[src/rtl/irq_cause_mask_pkg.sv]
package irq_cause_mask_pkg;

  // register addresses, decoded by the write controller and the readback mux
  localparam int RegCause    = 0;
  localparam int RegCauseSet = 1;
  localparam int RegMaskSet  = 2;
  localparam int RegMaskClr  = 3;
  localparam int RegAutoMask = 4;

  // per-cause update strobes from control to datapath
  typedef struct packed {
    logic causeClr;
    logic causeSet;
    logic maskSet;
    logic maskClr;
  } bitStrobe_t;

endpackage

[src/rtl/irq_cause_mask_ctrl.sv]
module irq_cause_mask_ctrl
  import irq_cause_mask_pkg::*;
#(
  parameter int NUM_CAUSE = 16,
  parameter int DATA_W    = 32,
  parameter int ADDR_W    = 3
) (
  input  logic                              wrEn,
  input  logic [ADDR_W-1:0]                 wrAddr,
  input  logic [DATA_W-1:0]                 wrData,
  input  logic                              msgMode,
  input  logic                              autoMaskGlobal,
  input  logic [NUM_CAUSE-1:0]              intGenerated,
  input  logic [NUM_CAUSE-1:0]              aemQ,
  output bitStrobe_t [NUM_CAUSE-1:0]        strobeVec,
  output logic                              aemWr
);

  logic hitCause, hitCauseSet, hitMaskSet, hitMaskClr;
  logic genMode;
  logic [NUM_CAUSE-1:0] dataLo;

  assign dataLo = wrData[NUM_CAUSE-1:0];

  generate
    if (DATA_W > NUM_CAUSE) begin : g_hiBits
      logic unusedHi;
      assign unusedHi = ^wrData[DATA_W-1:NUM_CAUSE];
    end
  endgenerate

  assign hitCause    = wrEn && (wrAddr == ADDR_W'(RegCause));
  assign hitCauseSet = wrEn && (wrAddr == ADDR_W'(RegCauseSet));
  assign hitMaskSet  = wrEn && (wrAddr == ADDR_W'(RegMaskSet));
  assign hitMaskClr  = wrEn && (wrAddr == ADDR_W'(RegMaskClr));
  assign aemWr       = wrEn && (wrAddr == ADDR_W'(RegAutoMask));

  // generation-driven masking replaces write-driven masking
  assign genMode = msgMode && autoMaskGlobal;

  generate
    for (genvar i = 0; i < NUM_CAUSE; i++) begin : g_bit
      logic cClr, cSet;
      assign cClr = hitCause && dataLo[i];
      assign cSet = hitCauseSet && dataLo[i];
      always_comb begin
        strobeVec[i].causeClr = cClr;
        strobeVec[i].causeSet = cSet;
        strobeVec[i].maskSet  = (hitMaskSet && dataLo[i]) ||
                                (!genMode && aemQ[i] && cSet);
        strobeVec[i].maskClr  = (hitMaskClr && dataLo[i]) ||
                                (!genMode && aemQ[i] && cClr) ||
                                (genMode && aemQ[i] && intGenerated[i]);
      end
    end
  endgenerate

endmodule

[src/rtl/irq_cause_mask_dp.sv]
module irq_cause_mask_dp
  import irq_cause_mask_pkg::*;
#(
  parameter int NUM_CAUSE = 16,
  parameter int DATA_W    = 32,
  parameter int ADDR_W    = 3
) (
  input  logic                       clk,
  input  logic                       rst,
  input  bitStrobe_t [NUM_CAUSE-1:0] strobeVec,
  input  logic                       aemWr,
  input  logic [NUM_CAUSE-1:0]       aemData,
  input  logic [NUM_CAUSE-1:0]       hwEvent,
  input  logic [ADDR_W-1:0]          rdAddr,
  output logic [NUM_CAUSE-1:0]       causeQ,
  output logic [NUM_CAUSE-1:0]       maskQ,
  output logic [NUM_CAUSE-1:0]       aemQ,
  output logic [NUM_CAUSE-1:0]       pendingOut,
  output logic [DATA_W-1:0]          rdData
);

  generate
    for (genvar i = 0; i < NUM_CAUSE; i++) begin : g_bit
      always_ff @(posedge clk) begin
        if (rst) begin
          causeQ[i] <= 1'b0;
          maskQ[i]  <= 1'b0;
        end else begin
          // hardware event and set beat a clear
          causeQ[i] <= hwEvent[i] | strobeVec[i].causeSet |
                       (causeQ[i] & ~strobeVec[i].causeClr);
          // set beats clear
          maskQ[i]  <= strobeVec[i].maskSet |
                       (maskQ[i] & ~strobeVec[i].maskClr);
        end
      end
    end
  endgenerate

  always_ff @(posedge clk) begin
    if (rst) aemQ <= '0;
    else if (aemWr) aemQ <= aemData;
  end

  assign pendingOut = causeQ & maskQ;

  always_comb begin
    case (rdAddr)
      ADDR_W'(RegCause),
      ADDR_W'(RegCauseSet): rdData = DATA_W'(causeQ);
      ADDR_W'(RegMaskSet),
      ADDR_W'(RegMaskClr):  rdData = DATA_W'(maskQ);
      ADDR_W'(RegAutoMask): rdData = DATA_W'(aemQ);
      default:              rdData = '0;
    endcase
  end

endmodule

[src/rtl/irq_cause_mask.sv]
module irq_cause_mask
  import irq_cause_mask_pkg::*;
#(
  parameter int NUM_CAUSE = 16,
  parameter int DATA_W    = 32,
  parameter int ADDR_W    = 3
) (
  input  logic                 clk,
  input  logic                 rst,
  input  logic                 wrEn,
  input  logic [ADDR_W-1:0]    wrAddr,
  input  logic [DATA_W-1:0]    wrData,
  input  logic [ADDR_W-1:0]    rdAddr,
  output logic [DATA_W-1:0]    rdData,
  input  logic [NUM_CAUSE-1:0] hwEvent,
  input  logic                 msgMode,
  input  logic                 autoMaskGlobal,
  input  logic [NUM_CAUSE-1:0] intGenerated,
  output logic [NUM_CAUSE-1:0] pendingOut
);

  bitStrobe_t [NUM_CAUSE-1:0] strobeVec;
  logic                       aemWr;
  logic [NUM_CAUSE-1:0]       causeQ, maskQ, aemQ;

  irq_cause_mask_ctrl #(
    .NUM_CAUSE(NUM_CAUSE), .DATA_W(DATA_W), .ADDR_W(ADDR_W)
  ) u_ctrl (
    .wrEn(wrEn), .wrAddr(wrAddr), .wrData(wrData),
    .msgMode(msgMode), .autoMaskGlobal(autoMaskGlobal),
    .intGenerated(intGenerated), .aemQ(aemQ),
    .strobeVec(strobeVec), .aemWr(aemWr)
  );

  irq_cause_mask_dp #(
    .NUM_CAUSE(NUM_CAUSE), .DATA_W(DATA_W), .ADDR_W(ADDR_W)
  ) u_dp (
    .clk(clk), .rst(rst), .strobeVec(strobeVec), .aemWr(aemWr),
    .aemData(wrData[NUM_CAUSE-1:0]), .hwEvent(hwEvent), .rdAddr(rdAddr),
    .causeQ(causeQ), .maskQ(maskQ), .aemQ(aemQ),
    .pendingOut(pendingOut), .rdData(rdData)
  );

endmodule

[config.mk]
export PLATFORM = sky130hd
export DESIGN_NAME = irq_cause_mask
export DESIGN_NICKNAME = d
export VERILOG_FILES = /design/src/rtl/irq_cause_mask_pkg.sv /design/src/rtl/irq_cause_mask_ctrl.sv /design/src/rtl/irq_cause_mask_dp.sv /design/src/rtl/irq_cause_mask.sv
export SDC_FILE = /design/constraint.sdc
export NUM_CORES = 1
export LEC_CHECK = 0
export ABC_AREA = 1
export BUFFER_PORTS_ARGS = -buffer_cell sky130_fd_sc_hd__buf_2
export CAP_MARGIN = 20
export CELL_PAD_IN_SITES_DETAIL_PLACEMENT = 1
export CELL_PAD_IN_SITES_GLOBAL_PLACEMENT = 1
export CORE_ASPECT_RATIO = 1.5
export CORE_UTILIZATION = 33
export DETAILED_ROUTE_END_ITERATION = 12
export GPL_TIMING_DRIVEN = 0
export PLACE_DENSITY = 0.83
export SETUP_SLACK_MARGIN = 0.1
export SYNTH_ARGS = -nofsm -noshare
export SYNTH_HDL_FRONTEND = slang
export SYNTH_SLANG_ARGS = --single-unit
[constraint.sdc]
create_clock -name clk -period 1.6 [get_ports clk]
set_input_delay 0.32 -clock clk [delete_from_list [all_inputs] [get_ports clk]]
set_output_delay 0.32 -clock clk [all_outputs]
set_load 0.05 [all_outputs]
# Yosys cells after proc, flatten, opt, wreduce, memory -nomap -nowiden
# Index checks and enable logic that the tools add are counted.
dict set report word_totals {
  register_bits 48
  latch_bits 0
  ramBits 0
  mem_bits_ro 0
  inputBits 75
  out_inout_bits 48
  word_cells 358
  memories 0
}
dict set report classes {
  n_addsub 0
  multipliers 0
  div_mod_pow 0
  magnitude_cmp 0
  n_eq_ne 8
  shift 0
  mux 1
  n_bitwise 113
  n_reduce_logical 203
}
# op count
set op_table {}
lappend op_table {{$logic_and 1x1->1} 150}
lappend op_table {{$logic_or 1x1->1} 48}
lappend op_table {{$or 1x1->1} 48}
lappend op_table {{$pmux 16 s3} 1}
lappend op_table {{$and 1x1->1} 32}
lappend op_table {{$not 1->1} 32}
lappend op_table {{$and 16x16->16} 1}
lappend op_table {{$eq 3x2->1 const B} 4}
lappend op_table {{$eq 3x1->1 const B} 2}
lappend op_table {{$eq 3x3->1 const B} 2}
lappend op_table {{$logic_not 3->1} 2}
lappend op_table {{$reduce_or 2->1} 2}
lappend op_table {{$logic_not 1->1} 1}

# Longest topological paths before layout
# Gate-level depths: netlist of run 1.
dict set report logic_depth {
  depth_word 9
  depth_mapped 8
  ltp_nobuf 7
}

# By module
# Synthesis of run 1 repeated with hierarchy kept, for this count alone.
dict set report hier_totals {
  cells_unflattened 624
  hier_area_um2 3741.1
}
# module n_inst cells_per_inst area_each_um2 seq_area_each_um2
set modules_own_cells {}
lappend modules_own_cells {irq_cause_mask_dp 1 340 2338.5 960.9}
lappend modules_own_cells {irq_cause_mask_ctrl 1 284 1402.6 0.0}

# Worst setup path before layout of run 1
# No wires, ideal clock.
dict set report synth_timing {
  path_kind {input to output}
  from {input port rdAddr[1]}
  to {output port rdData[10]}
  arrival_time_ns 1.644
  required_ns 1.280
  path_slack_ns -0.364
  cell_stages 5
  path_buffers 2
  cell_sequence {buf_2 -> nor2_1 -> nand2_1 -> buf_2 -> o211ai_1}
}
dict set report synth_via {
  elab_chain_len 3
  word_cells_on_any_way 8
  classes_between {eq/ne: 4; mux: 1; reduce/logical: 3}
}
# item line_no
set synth_rtl {}
lappend synth_rtl {{from (decl)} irq_cause_mask.sv:13} ;# input logic [ADDR_W-1:0] rdAddr,
lappend synth_rtl {{$eq 3x2->1 (tied with other cells)} irq_cause_mask_dp.sv:48} ;# case (rdAddr)
lappend synth_rtl {{$reduce_or 2->1} irq_cause_mask_dp.sv:48}
lappend synth_rtl {{$pmux 16 s3 (*)} irq_cause_mask_dp.sv:48}
lappend synth_rtl {{to (decl)} irq_cause_mask.sv:14} ;# output logic [DATA_W-1:0] rdData,
# Mark *: on every way between the ends. The rest lies on a longest branch, timed or not.

# Worst setup path after layout of run 1
dict set report layout_timing {
  from {input port rdAddr[1]}
  to {output port rdData[15]}
}
# Same word-level chain as after synthesis.

==> results of run 1 <==
-- power groups by stage --
stage	clock network (W)	logic, W	registers [W]
global route	0.00128	0.000773	0.00129
global placement	0	0.000647	0.00131
CTS	0.00123	0.000708	0.00129
floorplan	0	0.000445	0.00130
finish	0.00123	0.000725	0.00129
detailed placement	0	0.000662	0.00131
-- cell families (layout without fill, tap and decap cells) --
group                  after synthesis  in the layout  share of synthesized area (%)
and+or+nand+nor                    207            207                           28.0
DFF                                 48             48                           30.9
other                                1             16                          0.121
AOI/OAI and AO/OA                  128            128                           24.5
buffers and inverters              111            215                           16.5
-- worst min-delay path: cells and delay by family --
| kind | cells | cell delay [ns] |
|---|---|---|
| buffers and inverters | 1 | 0.12 |
| AND/OR/NAND/NOR | 1 | 0.06 |
| AO/OA/AOI/OAI | 1 | 0.05 |
-- synthesized netlist by cell type, drive strengths merged --
cell    number
dfxtp       48
o21ai       32
clkbuf       9
nand3       33
buf         32
a211oi      16
nor2        38
nor3        16
inv         70
o211ai      16
a21oi       48
nand2      120
o21bai      16
conb         1
-- how the worst max path moves through the flow --
stage,slack [ns],start,cells past startpoint,endpoint
2_1_floorplan,-0.27,rdAddr[1],5,rdData[10]
3_3_place_gp,-0.65,rdAddr[1],6,rdData[12]
3_5_place_dp,-0.70,rdAddr[1],6,rdData[1]
4_1_cts,0.03,rdAddr[1],6,rdData[9]
5_1_grt,-0.01,rdAddr[1],6,rdData[14]
6_report,-0.004,rdAddr[1],6,rdData[15]
-- per-layer routing --
metal / GRT usage, % / vias up / part of all wire (%)
li1: - / 1811 / -
met1: 29.7 / 1861 / 39
met2: 46.0 / 130 / 53
met3: 3.91 / 25 / 5.4
met4: 11.3 / 0 / 2.1
met5: 0 / - / 0
-- area by class of cell --
cell class	instances	area share [%]
clock inverter	2	0.847
sequential	48	23.3
clock buffer	6	3.11
tap	112	3.39
buffer	41	7.44
inverter	70	6.44
timing repair buffer	96	14.1
multi-input combinational	351	41.4
-- timing repair --
action | CTS | global route
endpoints found under the setup margin | 16 | 16
pin swaps | 6 | 7
cloned | 0 | 1
resized for setup | 36 | 2
buffers inserted | 8 | 1
hold buffers | 0 | 0
-- registers in the layout (all words and copies together) (netlist names) --
register	cells
u_dp.aemQ	16
u_dp.causeQ	16
u_dp.maskQ	16
-- metrics by stage --
stage / utilization, % / hold WS [ns] / power [W]
after detailed placement: 40.9 / 0.483 / 0.00197
after floorplan: - / 0.467 / 0.00175
after global placement: 40.9 / 0.475 / 0.00196
after CTS: 44.5 / 0.310 / 0.00323
final: 45.0 / 0.309 / 0.00324
after global routing: 45.0 / 0.317 / 0.00334
==> flow_summary.ini, run 1 <==
[placement]
port_buffers = 86
gp_congestion = 0.896
place_ws_ns = -0.699
dp_hpwl_um = 8770
placed_area_mm2 = 0.00377
dpl.cell_count = 708

[synth]
ys_warn_count = 0
ys_seq_area_share_pct = 30.9
postSynthCellCount = 495
synth_area_per_cell_um2 = 6.28
synth-seq-cells = 48
synth_area_mm2 = 0.00311
ys_types = 22
synth_largest_area_cell = dfxtp_1
synth_top_area_share_pct = 30.9
synthTopCellsByArea = dfxtp_1 (31%), nand2_1 (14%), inv_1 (8.2%)

[floorplan]
row_count = 43
start_util_pct = 33.8
die_w_um = 81.2
io_pins = 123
die_h_um = 121
core_mm2 = 0.00920
die_area_mm2 = 0.00982

[layout]
layout.cells.non_filler = 726
layout_common_cells = nand2_1 (115), buf_2 (79), inv_1 (66)
multiInputGateArea_mm2 = 0.00171
layout_commonest_cell = nand2_1
layout.area.seq_um2 = 962
layout-drive-gt1-share_pct = 25.1
nets = 688
area_growth_syn_to_layout_pct = 33.1
antenna_cells = 0
fin_area_mm2 = 0.00414
fillCellCount = 1259

[clock_tree]
root_buffer = clkbuf_16
insertion_delay_ns = 0.30
cts.clk_slew.worst_paths_ns = 0.06
htree_levels = 2
clockBufferDepth = 2
cts_buffers = 5
cts_tree = yes
cts.sinks = 48

[drt]
vias = 3827
wl_um = 12400
drc = 0
avgRoutedWirePerCell_um = 17.1
drtAntennaViolNets = 0
drt_pass1_iterations = 4
viasPerCell = 5.27
drtIter0Drc = 194

[grt]
grt_pass1_wl_um = 19200
antenna_found_initial = 0
grt_overflow_total = 0
grt_max_degree = 15
track_usage_pct = 25.8
grt_pass1_vias = 3951

[sta]
finalMaxSlewViolations = 0
max_freq_mhz = 623
hold_viol_final = 0
period_minus_slack_ns = 1.60
finalClockSkew_ns = 0.00287
tightest_slew_ns = 0.630
final.period_utilization_pct = 100
worst_slack_ns = -0.00431
maxSlewHeadroom_pct = 58.0
setup_tns_ns = -0.00431
rsz0062_at_grt = true
setup_viol = 1

[worst_hold_path]
hold_path_end = u_dp.maskQ[13]
min_from = wrData[13]
hp-class = input pin to register
min_path_cells = 3

[worst_setup_path]
critPathMaxFanout = 6
slowest_delay_ns = 0.25
crit_buf_inv = 3
criticalPathCategory = input pin to primary output
path_cells = buf_12, nor2_4, nand2_4, buf_4, o211ai_1, buf_4
r2r_end = u_dp.maskQ[1]
cpMostUsedCell = buf_4
cp_slowest_cell = buf_4
crit_required_ns = 1.28
critPathCaptureType = primary output
crit_path_start_kind = input pin
reg2reg_depth = 6
path_delay_family = buffers and inverters
crit_arrival_ns = 1.28
r2r_setup_slack_ns = 0.48
r2r-start = u_dp.aemQ[1]

[run]
cap_violations = 0

[pwr]
p_per_area_mw_per_mm2 = 783
vdd_drop_max_uv = 416
p_comb_share_pct = 22.4
power_frac_seq_pct = 39.7
p_leak_nw = 2.01
p_sw_w = 0.00101
clockPowerShare_pct = 37.9
swShare_pct = 31.3
power.internal_w = 0.00223

[status]
violations = setup timing
status = complete, but fails checks
(Power assumes the default switching activity.)
==> run 2, diff against run 1 <==
Settings changed: ABC_AREA 1 to unset, CORE_UTILIZATION 33 to 34, PLACE_DENSITY 0.83 to 0.82.
==> flow_summary.ini, run 2 <==
[drt]
drt_pass1_iterations = 5
drtAntennaViolNets = 0
drc = 0
avgRoutedWirePerCell_um = 20.2
drtIter0Drc = 282
wl_um = 13200
vias = 3770
viasPerCell = 5.76

[sta]
worst_slack_ns = 0.0420
finalMaxSlewViolations = 0
tightest_slew_ns = 0.798
max_freq_mhz = 642
finalClockSkew_ns = 0.00499
final.period_utilization_pct = 97.4
maxSlewHeadroom_pct = 46.8
whs_ns = 0.271
hold_viol_final = 0
setup_viol = 0
rsz0062_at_grt = true
period_minus_slack_ns = 1.56

[synth]
ys_types = 28
synth-seq-cells = 48
ys.flop_type = dfxtp_1
synth_commonest_cells = nand2_1 (65), a21oi_1 (48), dfxtp_1 (48)
synth_largest_area_cell = dfxtp_1
async_flop_share_pct = 0
ys_warn_count = 0
synth_most_common_cell = nand2_1
synth_top_area_share_pct = 31.1
synth_edf_count = 0
synthTopCellsByArea = dfxtp_1 (31%), nand2_1 (7.9%), a21oi_1 (7.8%)
synth_area_per_cell_um2 = 7.54
synth_area_mm2 = 0.00309
postSynthCellCount = 410
ys_seq_area_share_pct = 31.1

[placement]
port_buffers = 88
placed_area_mm2 = 0.00387
place_ws_ns = -0.415
gp_congestion = 0.838
dp_hpwl_um = 8260
dpl.cell_count = 623

[grt]
antenna_found_initial = 0
grt_overflow_total = 0
grt_pass1_vias = 3909
grt_max_degree = 14
track_usage_pct = 28.2
grt_pass1_wl_um = 20200

[pwr]
clockPowerShare_pct = 34.1
p_comb_share_pct = 25.9
p_leak_nw = 1.98
swShare_pct = 32.1
power_frac_seq_pct = 40.0
p_sw_w = 0.00103
vdd_drop_max_uv = 461
power.total_w = 0.00321
power.internal_w = 0.00218
p_per_area_mw_per_mm2 = 688

[layout]
antenna_cells = 0
layout.cells.non_filler = 655
area_growth_syn_to_layout_pct = 50.9
nets = 619
fin_area_mm2 = 0.00466
layout-drive-gt1-share_pct = 44.6
top_regs = u_dp.aemQ: 16 flops, u_dp.causeQ: 16 flops, u_dp.maskQ: 16 flops
layout_common_cells = buf_2 (80), nand2_1 (55), a21oi_1 (48)
layout_commonest_cell = buf_2

[status]
status = finished clean

[clock_tree]
cts.clk_slew.worst_paths_ns = 0.07
cts.sinks = 48
cts_tree = yes
htree_levels = 2
root_buffer = clkbuf_16
cts_hold_buf = 0
clockBufferDepth = 2
cts_buffers = 5
insertion_delay_ns = 0.29

[floorplan]
io_pins = 123
start_util_pct = 35.0
die_h_um = 119
die_area_mm2 = 0.00948
row_count = 42
core_mm2 = 0.00883
die_w_um = 79.8

[worst_setup_path]
crit_arrival_ns = 1.24
criticalPathCategory = register to primary output
critPathCaptureType = primary output
crit_path_start_kind = register
critPathMaxFanout = 3
crit_required_ns = 1.28
r2r_setup_slack_ns = 0.49

[worst_hold_path]
hp-class = input pin to register

[run]
cap_violations = 0
==> run 2: timing repair <==
| action | in CTS | in global routing |
|---|---|---|
| pin swaps | 4 | 10 |
| buffers inserted | 17 | 6 |
| gates resized for setup | 102 | 25 |
| gates cloned | 2 | 0 |
| endpoints found under the hold margin | 0 | 0 |
| endpoints found under the setup margin | 36 | 36 |
==> run 2: final cells by class <==
type	count	area [um2]
multi-input combinational	298	2120
fill	1094	4160
timing repair buffer	113	790
inverter	32	120
clock buffer	8	146
buffer	46	367
sequential	48	988
tap	110	138
==> run 2: cells by family after synthesis <==
logic type	after synthesis	synth area share, %
simple gates	138	23.1
mux	16	5.18
other cells	1	0.121
flops	48	31.1
buf+inv	79	13.3
compound gates	128	27.2
==> run 2: worst paths after layout <==
kind	start	to	cells after the start
worst max-delay path	u_dp.aemQ[11]	rdData[11]	4
worst min-delay path	hwEvent[11]	u_dp.causeQ[11]	3
worst max register to register	u_dp.aemQ[14]	u_dp.maskQ[14]	3
worst min register to register	u_dp.causeQ[1]	u_dp.causeQ[1]	2
==> run 2: critical path: stages (launching register included) <==
cell,delay [ns]
dfxtp_4,0.35
nor2b_2,0.15
mux2i_2,0.21
o21ai_4,0.07
buf_6,0.16
==> run 2: through the flow <==
stage                     util (%)  TNS (ns)
final                         52.8         0
after detailed placement      43.8    -13.17
after global placement        43.8    -11.96
after floorplan                  -         0
after global routing          52.8         0
after CTS                     51.2         0
==> run 2: power groups by stage <==
stage	Clock, W	Sequential (W)	Combinational [W]
detailed placement	0	0.00131	0.000674
global placement	0	0.00130	0.000662
finish	0.00110	0.00128	0.000831
global route	0.00117	0.00129	0.000870
floorplan	0	0.00130	0.000453
CTS	0.00110	0.00128	0.000788
==> run 2: metal layers <==
| layer | GRT usage [%] | vias up | share of wire, % |
|---|---|---|---|
| li1 | - | 1689 | - |
| met1 | 31.1 | 1820 | 37 |
| met2 | 50.7 | 205 | 52 |
| met3 | 4.40 | 56 | 6.0 |
| met4 | 14.0 | 0 | 4.7 |
| met5 | 0 | - | 0 |
